## config.mk

```make
export PLATFORM = sky130hd
export DESIGN_NAME = tso_store_buffer
export DESIGN_NICKNAME = d
export VERILOG_FILES = /design/src/rtl/tso_sb_pkg.sv /design/src/rtl/tso_sb_queue.sv /design/src/rtl/tso_sb_ctrl.sv /design/src/rtl/tso_sb_load.sv /design/src/rtl/tso_store_buffer.sv
export SDC_FILE = /design/constraint.sdc
export NUM_CORES = 2
export LEC_CHECK = 0
export BUFFER_PORTS_ARGS = -buffer_cell sky130_fd_sc_hd__buf_2
export CAP_MARGIN = 0
export CORE_ASPECT_RATIO = 1.1
export CORE_MARGIN = 2
export CORE_UTILIZATION = 55
export DETAILED_ROUTE_END_ITERATION = 8
export PLACE_DENSITY = 0.84
export SLEW_MARGIN = 20
export SYNTH_ARGS = -nofsm -noshare
export SYNTH_HDL_FRONTEND = slang
export SYNTH_SLANG_ARGS = --single-unit
```

## constraint.sdc

```tcl
create_clock -name clk -period 12.9 [get_ports clk]
set_input_delay 1.935 -clock clk [delete_from_list [all_inputs] [get_ports clk]]
set_output_delay 1.935 -clock clk [all_outputs]
set_load 0.01 [all_outputs]
```

## src/rtl/tso_sb_pkg.sv

```systemverilog
package tso_sb_pkg;

    typedef enum logic [2:0] {
        SB_RUN,
        SB_DRAIN,
        SB_LOCK_RD,
        SB_LOCK_GET,
        SB_LOCK_WR,
        SB_DONE
    } sb_state_e;

endpackage

```

## src/rtl/tso_sb_queue.sv

```systemverilog
module tso_sb_queue #(
    parameter int AW       = 32,
    parameter int DW       = 32,
    parameter int DEPTH    = 8,
    parameter int WORD_LSB = 2
) (
    input  logic          clk,
    input  logic          rst_n,
    input  logic          push_i,
    input  logic [AW-1:0] push_addr_i,
    input  logic [DW-1:0] push_data_i,
    input  logic          pop_i,
    output logic [AW-1:0] head_addr_o,
    output logic [DW-1:0] head_data_o,
    output logic          empty_o,
    output logic          full_o,
    input  logic [AW-1:0] look_addr_i,
    output logic          hit_o,
    output logic [DW-1:0] hit_data_o
);

    localparam int PW = (DEPTH > 1) ? $clog2(DEPTH) : 1;
    localparam int CW = $clog2(DEPTH + 1);

    logic [PW-1:0] wr_ptr, rd_ptr;
    logic [CW-1:0] count;
    logic [AW-1:0] addr_q [DEPTH];
    logic [DW-1:0] data_q [DEPTH];
    logic [PW-1:0] slot;

    function automatic logic [PW-1:0] bump(input logic [PW-1:0] p);
        return (p == PW'(DEPTH - 1)) ? '0 : p + PW'(1);
    endfunction

    always_ff @(posedge clk) begin
        if (!rst_n) begin
            wr_ptr <= '0;
            rd_ptr <= '0;
            count  <= '0;
        end else begin
            if (push_i) wr_ptr <= bump(wr_ptr);
            if (pop_i)  rd_ptr <= bump(rd_ptr);
            if (push_i && !pop_i)      count <= count + CW'(1);
            else if (pop_i && !push_i) count <= count - CW'(1);
        end
    end

    always_ff @(posedge clk) begin
        if (push_i) begin
            addr_q[wr_ptr] <= push_addr_i;
            data_q[wr_ptr] <= push_data_i;
        end
    end

    assign empty_o     = (count == '0);
    assign full_o      = (count == CW'(DEPTH));
    assign head_addr_o = addr_q[rd_ptr];
    assign head_data_o = data_q[rd_ptr];

    // scan oldest to youngest; a later match overrides an earlier one
    always_comb begin
        hit_o      = 1'b0;
        hit_data_o = '0;
        slot       = '0;
        for (int i = 0; i < DEPTH; i++) begin
            slot = PW'((int'(rd_ptr) + i) % DEPTH);
            if (i < int'(count) &&
                addr_q[slot][AW-1:WORD_LSB] == look_addr_i[AW-1:WORD_LSB]) begin
                hit_o      = 1'b1;
                hit_data_o = data_q[slot];
            end
        end
    end

    AST_NO_OVERFLOW: assert property (@(posedge clk) disable iff (!rst_n)
        push_i |-> !full_o);
    AST_NO_UNDERFLOW: assert property (@(posedge clk) disable iff (!rst_n)
        pop_i |-> !empty_o);

endmodule

```

## src/rtl/tso_sb_ctrl.sv

```systemverilog
module tso_sb_ctrl
    import tso_sb_pkg::*;
#(
    parameter int AW = 32,
    parameter int DW = 32
) (
    input  logic          clk,
    input  logic          rst_n,
    input  logic          op_valid_i,
    input  logic          op_lock_i,
    input  logic [AW-1:0] op_addr_i,
    input  logic [DW-1:0] op_wdata_i,
    input  logic          empty_i,
    input  logic          mw_ready_i,
    input  logic [DW-1:0] mr_data_i,
    output logic          run_o,
    output logic          lock_rd_o,
    output logic          lock_wr_o,
    output logic [AW-1:0] lock_addr_o,
    output logic [DW-1:0] lock_wdata_o,
    output logic          op_ack_o,
    output logic [DW-1:0] op_rdata_o
);

    sb_state_e     state_q, state_d;
    logic          lock_q;
    logic [AW-1:0] addr_q;
    logic [DW-1:0] wdata_q;
    logic [DW-1:0] rdata_q;

    always_ff @(posedge clk) begin
        if (!rst_n) begin
            state_q <= SB_RUN;
            lock_q  <= 1'b0;
            addr_q  <= '0;
            wdata_q <= '0;
            rdata_q <= '0;
        end else begin
            state_q <= state_d;
            if (state_q == SB_RUN && op_valid_i) begin
                lock_q  <= op_lock_i;
                addr_q  <= op_addr_i;
                wdata_q <= op_wdata_i;
            end
            if (state_q == SB_LOCK_GET) rdata_q <= mr_data_i;
        end
    end

    always_comb begin
        state_d = state_q;
        unique case (state_q)
            SB_RUN:      if (op_valid_i) state_d = SB_DRAIN;
            SB_DRAIN:    if (empty_i) state_d = lock_q ? SB_LOCK_RD : SB_DONE;
            SB_LOCK_RD:  state_d = SB_LOCK_GET;
            SB_LOCK_GET: state_d = SB_LOCK_WR;
            SB_LOCK_WR:  if (mw_ready_i) state_d = SB_DONE;
            SB_DONE:     state_d = SB_RUN;
            default:     state_d = SB_RUN;
        endcase
    end

    always_comb begin
        run_o     = 1'b0;
        lock_rd_o = 1'b0;
        lock_wr_o = 1'b0;
        op_ack_o  = 1'b0;
        unique case (state_q)
            SB_RUN:      run_o     = 1'b1;
            SB_DRAIN:    ;
            SB_LOCK_RD:  lock_rd_o = 1'b1;
            SB_LOCK_GET: ;
            SB_LOCK_WR:  lock_wr_o = 1'b1;
            SB_DONE:     op_ack_o  = 1'b1;
            default:     ;
        endcase
    end

    assign lock_addr_o  = addr_q;
    assign lock_wdata_o = wdata_q;
    assign op_rdata_o   = rdata_q;

    AST_ACK_EMPTY: assert property (@(posedge clk) disable iff (!rst_n)
        op_ack_o |-> empty_i);
    AST_ACK_PULSE: assert property (@(posedge clk) disable iff (!rst_n)
        op_ack_o |=> !op_ack_o);
    AST_LOCK_WR_HOLD: assert property (@(posedge clk) disable iff (!rst_n)
        lock_wr_o && !mw_ready_i |=> lock_wr_o && $stable(lock_addr_o));

endmodule

```

## src/rtl/tso_sb_load.sv

```systemverilog
module tso_sb_load #(
    parameter int DW = 32
) (
    input  logic          clk,
    input  logic          rst_n,
    input  logic          fire_i,
    input  logic          hit_i,
    input  logic [DW-1:0] hit_data_i,
    input  logic [DW-1:0] mr_data_i,
    output logic          rsp_valid_o,
    output logic [DW-1:0] rsp_data_o
);

    logic          valid_q;
    logic          hit_q;
    logic [DW-1:0] fwd_q;

    always_ff @(posedge clk) begin
        if (!rst_n) begin
            valid_q <= 1'b0;
            hit_q   <= 1'b0;
            fwd_q   <= '0;
        end else begin
            valid_q <= fire_i;
            if (fire_i) begin
                hit_q <= hit_i;
                fwd_q <= hit_data_i;
            end
        end
    end

    assign rsp_valid_o = valid_q;
    assign rsp_data_o  = hit_q ? fwd_q : mr_data_i;

    AST_LOAD_LATENCY: assert property (@(posedge clk) disable iff (!rst_n)
        fire_i |=> rsp_valid_o);

endmodule

```

## src/rtl/tso_store_buffer.sv

```systemverilog
module tso_store_buffer #(
    parameter int AW    = 32,
    parameter int DW    = 32,
    parameter int DEPTH = 8
) (
    input  logic          clk,
    input  logic          rst_n,
    input  logic          st_valid,
    output logic          st_ready,
    input  logic [AW-1:0] st_addr,
    input  logic [DW-1:0] st_data,
    input  logic          ld_valid,
    output logic          ld_ready,
    input  logic [AW-1:0] ld_addr,
    output logic          ld_rsp_valid,
    output logic [DW-1:0] ld_rsp_data,
    input  logic          op_valid,
    input  logic          op_lock,
    input  logic [AW-1:0] op_addr,
    input  logic [DW-1:0] op_wdata,
    output logic          op_ack,
    output logic [DW-1:0] op_rdata,
    output logic          mw_valid,
    input  logic          mw_ready,
    output logic [AW-1:0] mw_addr,
    output logic [DW-1:0] mw_data,
    output logic          mr_valid,
    output logic [AW-1:0] mr_addr,
    input  logic [DW-1:0] mr_data
);

    localparam int WORD_LSB = $clog2(DW / 8);

    logic          run, lock_rd, lock_wr;
    logic [AW-1:0] lock_addr;
    logic [DW-1:0] lock_wdata;
    logic          q_empty, q_full, q_push, q_pop, q_hit;
    logic [AW-1:0] head_addr;
    logic [DW-1:0] head_data, hit_data;
    logic          ld_fire;

    assign st_ready = run && !op_valid && !q_full;
    assign ld_ready = run && !op_valid;
    assign q_push   = st_valid && st_ready;
    assign ld_fire  = ld_valid && ld_ready;
    assign q_pop    = !q_empty && !lock_wr && mw_ready;

    assign mw_valid = lock_wr || !q_empty;
    assign mw_addr  = lock_wr ? lock_addr  : head_addr;
    assign mw_data  = lock_wr ? lock_wdata : head_data;
    assign mr_valid = lock_rd || (ld_fire && !q_hit);
    assign mr_addr  = lock_rd ? lock_addr : ld_addr;

    tso_sb_queue #(.AW(AW), .DW(DW), .DEPTH(DEPTH), .WORD_LSB(WORD_LSB)) u_queue (
        .clk         (clk),
        .rst_n       (rst_n),
        .push_i      (q_push),
        .push_addr_i (st_addr),
        .push_data_i (st_data),
        .pop_i       (q_pop),
        .head_addr_o (head_addr),
        .head_data_o (head_data),
        .empty_o     (q_empty),
        .full_o      (q_full),
        .look_addr_i (ld_addr),
        .hit_o       (q_hit),
        .hit_data_o  (hit_data)
    );

    tso_sb_ctrl #(.AW(AW), .DW(DW)) u_ctrl (
        .clk          (clk),
        .rst_n        (rst_n),
        .op_valid_i   (op_valid),
        .op_lock_i    (op_lock),
        .op_addr_i    (op_addr),
        .op_wdata_i   (op_wdata),
        .empty_i      (q_empty),
        .mw_ready_i   (mw_ready),
        .mr_data_i    (mr_data),
        .run_o        (run),
        .lock_rd_o    (lock_rd),
        .lock_wr_o    (lock_wr),
        .lock_addr_o  (lock_addr),
        .lock_wdata_o (lock_wdata),
        .op_ack_o     (op_ack),
        .op_rdata_o   (op_rdata)
    );

    tso_sb_load #(.DW(DW)) u_load (
        .clk         (clk),
        .rst_n       (rst_n),
        .fire_i      (ld_fire),
        .hit_i       (q_hit),
        .hit_data_i  (hit_data),
        .mr_data_i   (mr_data),
        .rsp_valid_o (ld_rsp_valid),
        .rsp_data_o  (ld_rsp_data)
    );

    AST_WRITE_HOLD: assert property (@(posedge clk) disable iff (!rst_n)
        mw_valid && !mw_ready |=> mw_valid && $stable(mw_addr) && $stable(mw_data));
    AST_BARRIER_BLOCKS: assert property (@(posedge clk) disable iff (!rst_n)
        op_valid && !op_ack |-> !st_ready && !ld_ready);
    AST_LOCK_EXCLUSIVE: assert property (@(posedge clk) disable iff (!rst_n)
        lock_rd |-> !mw_valid);

endmodule

```

==> key figures <==
Min path
  – HP Class: flip-flop to flip-flop

Drt
  – Post-route DRC: 16
  – Vias/cell: 7.71
  – Wire per inst: 34.7 um
  – Routed Antenna Nets: 0
  – 1st-iter DRT viols: 7440
  – Routed WL: 183 mm
  – Pre-Repair DR Iteration Count: 9
  – DR vias: 40700

CTS
  – CTS tree: done
  – Post-CTS Resized: 0
  – Post-CTS Setup Inserts: 0
  – Max H-tree Level: 3
  – Clk root buf: clkbuf_16
  – CTS Sinks: 659
  – Clock insertion delay at the later pin of the skew report: 0.68 ns
  – Worst-case clock buffer depth: 3
  – Hold_buf cts: 0
  – Clk pin slew, worst setup/hold paths: 0.06 ns
  – Number of buffers created by CTS: 71

Yosys
  – Synthesized Nets: 4131
  – Number of flops mapped to enable cells by yosys: 512
  – Asr flop ratio synth: 0%
  – Synthesis Warnings: 0
  – Register area share after synthesis: 37.6%
  – Top FF cell, synth: edfxtp_1
  – Post-Synthesis Mean Instance Area: 12.4 um^2
  – Cell area after synthesis: 0.0488 mm^2
  – Synth Register Bits: 659
  – Post-Syn Instances: 3923
  – Synth unique cells: 71

Pwr
  – Part of the power in registers: 25.0%
  – P per Cell Area: 192 mW/mm^2
  – Share of total power in combinational logic: 53.8%
  – Total power: 10.3 mW
  – Worst IR Drop VDD: 208 uV
  – Leakage: 16.7 nW
  – P_int: 6.05 mW
  – Clock power frac: 21.2%
  – Net Sw Power: 4.22 mW
  – Net Sw Frac: 41.1%

Placement
  – Global placement routability congestion: 1.14
  – DP HPWL: 122 mm
  – Port Buffers: 364

Final layout
  – Nets: 4255
  – Filler cells: 6558
  – Synthesis-to-layout area growth: 9.84%
  – Final core utilization: 61.0%
  – Share of layout cells above drive strength 1: 31.8%

Worst setup path
  – Worst setup SP type: flip-flop
  – CP Max Fanout: 104
  – Worst Setup End Kind: output pin
  – Path type of the worst setup path: flip-flop to output pin
  – Critical Path RT: 10.97 ns
  – Worst Path Arrival: 7.57 ns

Die
  – Die H: 316 um
  – Die X: 288 um
  – Initial Util: 55.5%
  – Row Count: 114
  – Die ar.: 0.0911 mm^2
  – Num ports: 365
  – Core area: 0.0879 mm^2

STA
  – Setup Skew: 0.0426 ns
  – Slew HR: 15.0%
  – Final hold viol count: 0
  – Tmin final: 9.51 ns
  – Slew Viols, Final: 0
  – RSZ-0062 raised after global routing: false
  – Final Setup Violations: 0
  – Slew @ Worst Pin: 1.26 ns
  – Final Cycle Share: 73.7%
  – F_max: 105 MHz
  – Setup TNS Final: 0 ns

Global routing
  – Overflow after GRT: 0
  – Largest net degree at the start of global routing: 135
  – GR Util All Layers: 39.5%
  – Global-route wire length before repair: 261 mm
  – Antenna violations before repair: 27
  – Vias in the first global route: 38300

Outcome
  – Status: finished, violations left
  – Failing checks: DRC

Job
  – MaxCap Viol Count: 0
-- cells in the mapped netlist (all sizes together), types with 16 or more instances --
cell type | number | area share, %
a22oi | 51 | 0.79
nor4 | 28 | 0.42
nor3 | 64 | 0.66
a2111oi | 34 | 0.61
buf | 206 | 2.4
nor3b | 39 | 0.60
mux2i | 350 | 7.2
clkbuf | 182 | 1.4
nand2 | 469 | 3.6
dfxtp | 147 | 6.0
a21oi | 247 | 2.5
o32ai | 32 | 0.57
nor2b | 16 | 0.21
a32oi | 36 | 0.65
a31oi | 39 | 0.50
nand2b | 23 | 0.30
mux2 | 130 | 3.0
edfxtp | 512 | 32
inv | 25 | 0.19
o2111ai | 17 | 0.31
o21ai | 45 | 0.46
nand4 | 59 | 0.76
nand3 | 72 | 0.74
a22o | 20 | 0.36
mux4 | 574 | 27
nor2 | 95 | 0.73
xor2 | 42 | 0.75
o211ai | 35 | 0.54
xnor2 | 171 | 3.1
and3 | 17 | 0.22
-- worst max-delay path, cell delays in order, from the launching register on --
cell      delay [ns]
dfxtp_4         0.85
clkinv_1        0.70
buf_4           0.45
ha_4            0.93
buf_12          0.50
mux2i_1         0.24
a221oi_1        0.53
a32oi_1         0.21
nor4_1          0.41
nand4b_1        0.24
nor4_4          0.29
buf_4           0.57
or2_2           0.23
or2_2           0.11
o21bai_1        0.13
buf_2           0.21
-- path summary, 6_finish.rpt --
| path | start | to | slack [ns] | cells past startpoint |
|---|---|---|---|---|
| max | u_queue.rd_ptr[0] | mr_valid | 3.39 | 15 |
| min | u_ctrl.op_rdata_o[11] | u_ctrl.op_rdata_o[11] | 0.45 | 2 |
| max reg2reg | u_queue.rd_ptr[0] | u_load.fwd_q[21] | 4.80 | 15 |
| min reg2reg | u_ctrl.op_rdata_o[11] | u_ctrl.op_rdata_o[11] | 0.45 | 2 |
-- layer usage --
layer	wire length, um	vias up	GRT usage (%)
met5	267	-	0.625
met4	13800	26	24.6
met3	26900	949	13.4
met2	82500	3922	60.5
met1	59700	19800	48.4
li1	-	16000	-
-- sequential cells by signal (all words and copies together) (netlist names), named ones only --
| register | count |
|---|---|
| u_queue.addr_q | 256 |
| u_ctrl.op_rdata_o | 32 |
| u_load.fwd_q | 32 |
| u_ctrl.lock_wdata_o | 32 |
| u_queue.wr_ptr | 3 |
| u_load.rsp_valid_o | 1 |
| u_queue.count | 4 |
| u_ctrl.lock_q | 1 |
| u_ctrl.state_q | 3 |
| u_ctrl.lock_addr_o | 32 |
| u_queue.rd_ptr | 3 |
| u_load.hit_q | 1 |
| u_queue.data_q | 256 |
-- metrics by stage --
| step | hold WS, ns | cells | area (um^2) | worst slack, ns |
|---|---|---|---|---|
| 2_1_floorplan | 0.437 | 3923 | 48800 | 3.12 |
| 3_3_place_gp | 0.439 | 5134 | 51100 | 4.38 |
| 3_5_place_dp | 0.444 | 5134 | 51100 | 4.29 |
| 4_1_cts | 0.452 | 5264 | 53500 | 3.61 |
| 5_1_grt | 0.475 | 5273 | 53500 | 3.14 |
| 6_report | 0.453 | 5281 | 53600 | 3.39 |
-- power by group through the flow --
stage	Clock, mW	Sequential (mW)	Combinational [mW]
4_1_cts	2.18	2.56	5.38
3_5_place_dp	0	2.60	5.34
6_report	2.18	2.57	5.53
3_3_place_gp	0	2.59	5.26
2_1_floorplan	0	2.49	4.01
5_1_grt	2.26	2.58	5.76
-- layout by cell type (no fill, tap or decap), drive strengths merged, types with 15 or more instances in the layout --
master	Yosys	layout
o22ai	15	15
nor3	64	64
nand4	59	59
o32ai	32	32
nor2b	16	16
nor3b	39	39
inv	25	29
nor4	28	28
and3	17	17
clkbuf	182	92
edfxtp	512	512
a31oi	39	39
buf	206	439
nand2b	23	23
diode	0	17
a2111oi	34	34
mux2i	350	350
a32oi	36	36
nand2	469	469
nand3	72	72
o21ai	45	45
a22o	20	20
xor2	42	42
dfxtp	147	147
a22oi	51	51
o211ai	35	35
nor2	95	95
a21oi	247	247
clkinv	4	24
o2111ai	17	17
mux4	574	574
mux2	130	130
xnor2	171	171
-- final cells by class --
cell class | instances | area [um^2] | area share, %
clock inverter | 38 | 537 | 1.00
timing repair buffer | 439 | 2470 | 4.62
multi-input combinational | 2847 | 28700 | 53.6
tap | 1160 | 1450 | 2.71
clock buffer | 92 | 1920 | 3.58
sequential | 659 | 18300 | 34.2
antenna | 17 | 42.5 | 0.0794
inverter | 29 | 114 | 0.213
-- logic make-up (layout without fill, tap and decap cells) --
logic type               after synthesis  count (layout)  synth area share, %
other                                  0              17                    0
multiplexers                        1054            1054                 36.7
buffers and inverters                417             598                 4.05
XOR/XNOR                             213             213                 3.83
AND/OR/NAND/NOR                      929             929                 8.90
adder cells (fa/ha/maj)                9               9                0.231
flip-flops                           659             659                 37.6
AO/OA/AOI/OAI                        642             642                 8.74
Note: power is estimated with default switching activity, not from simulation.
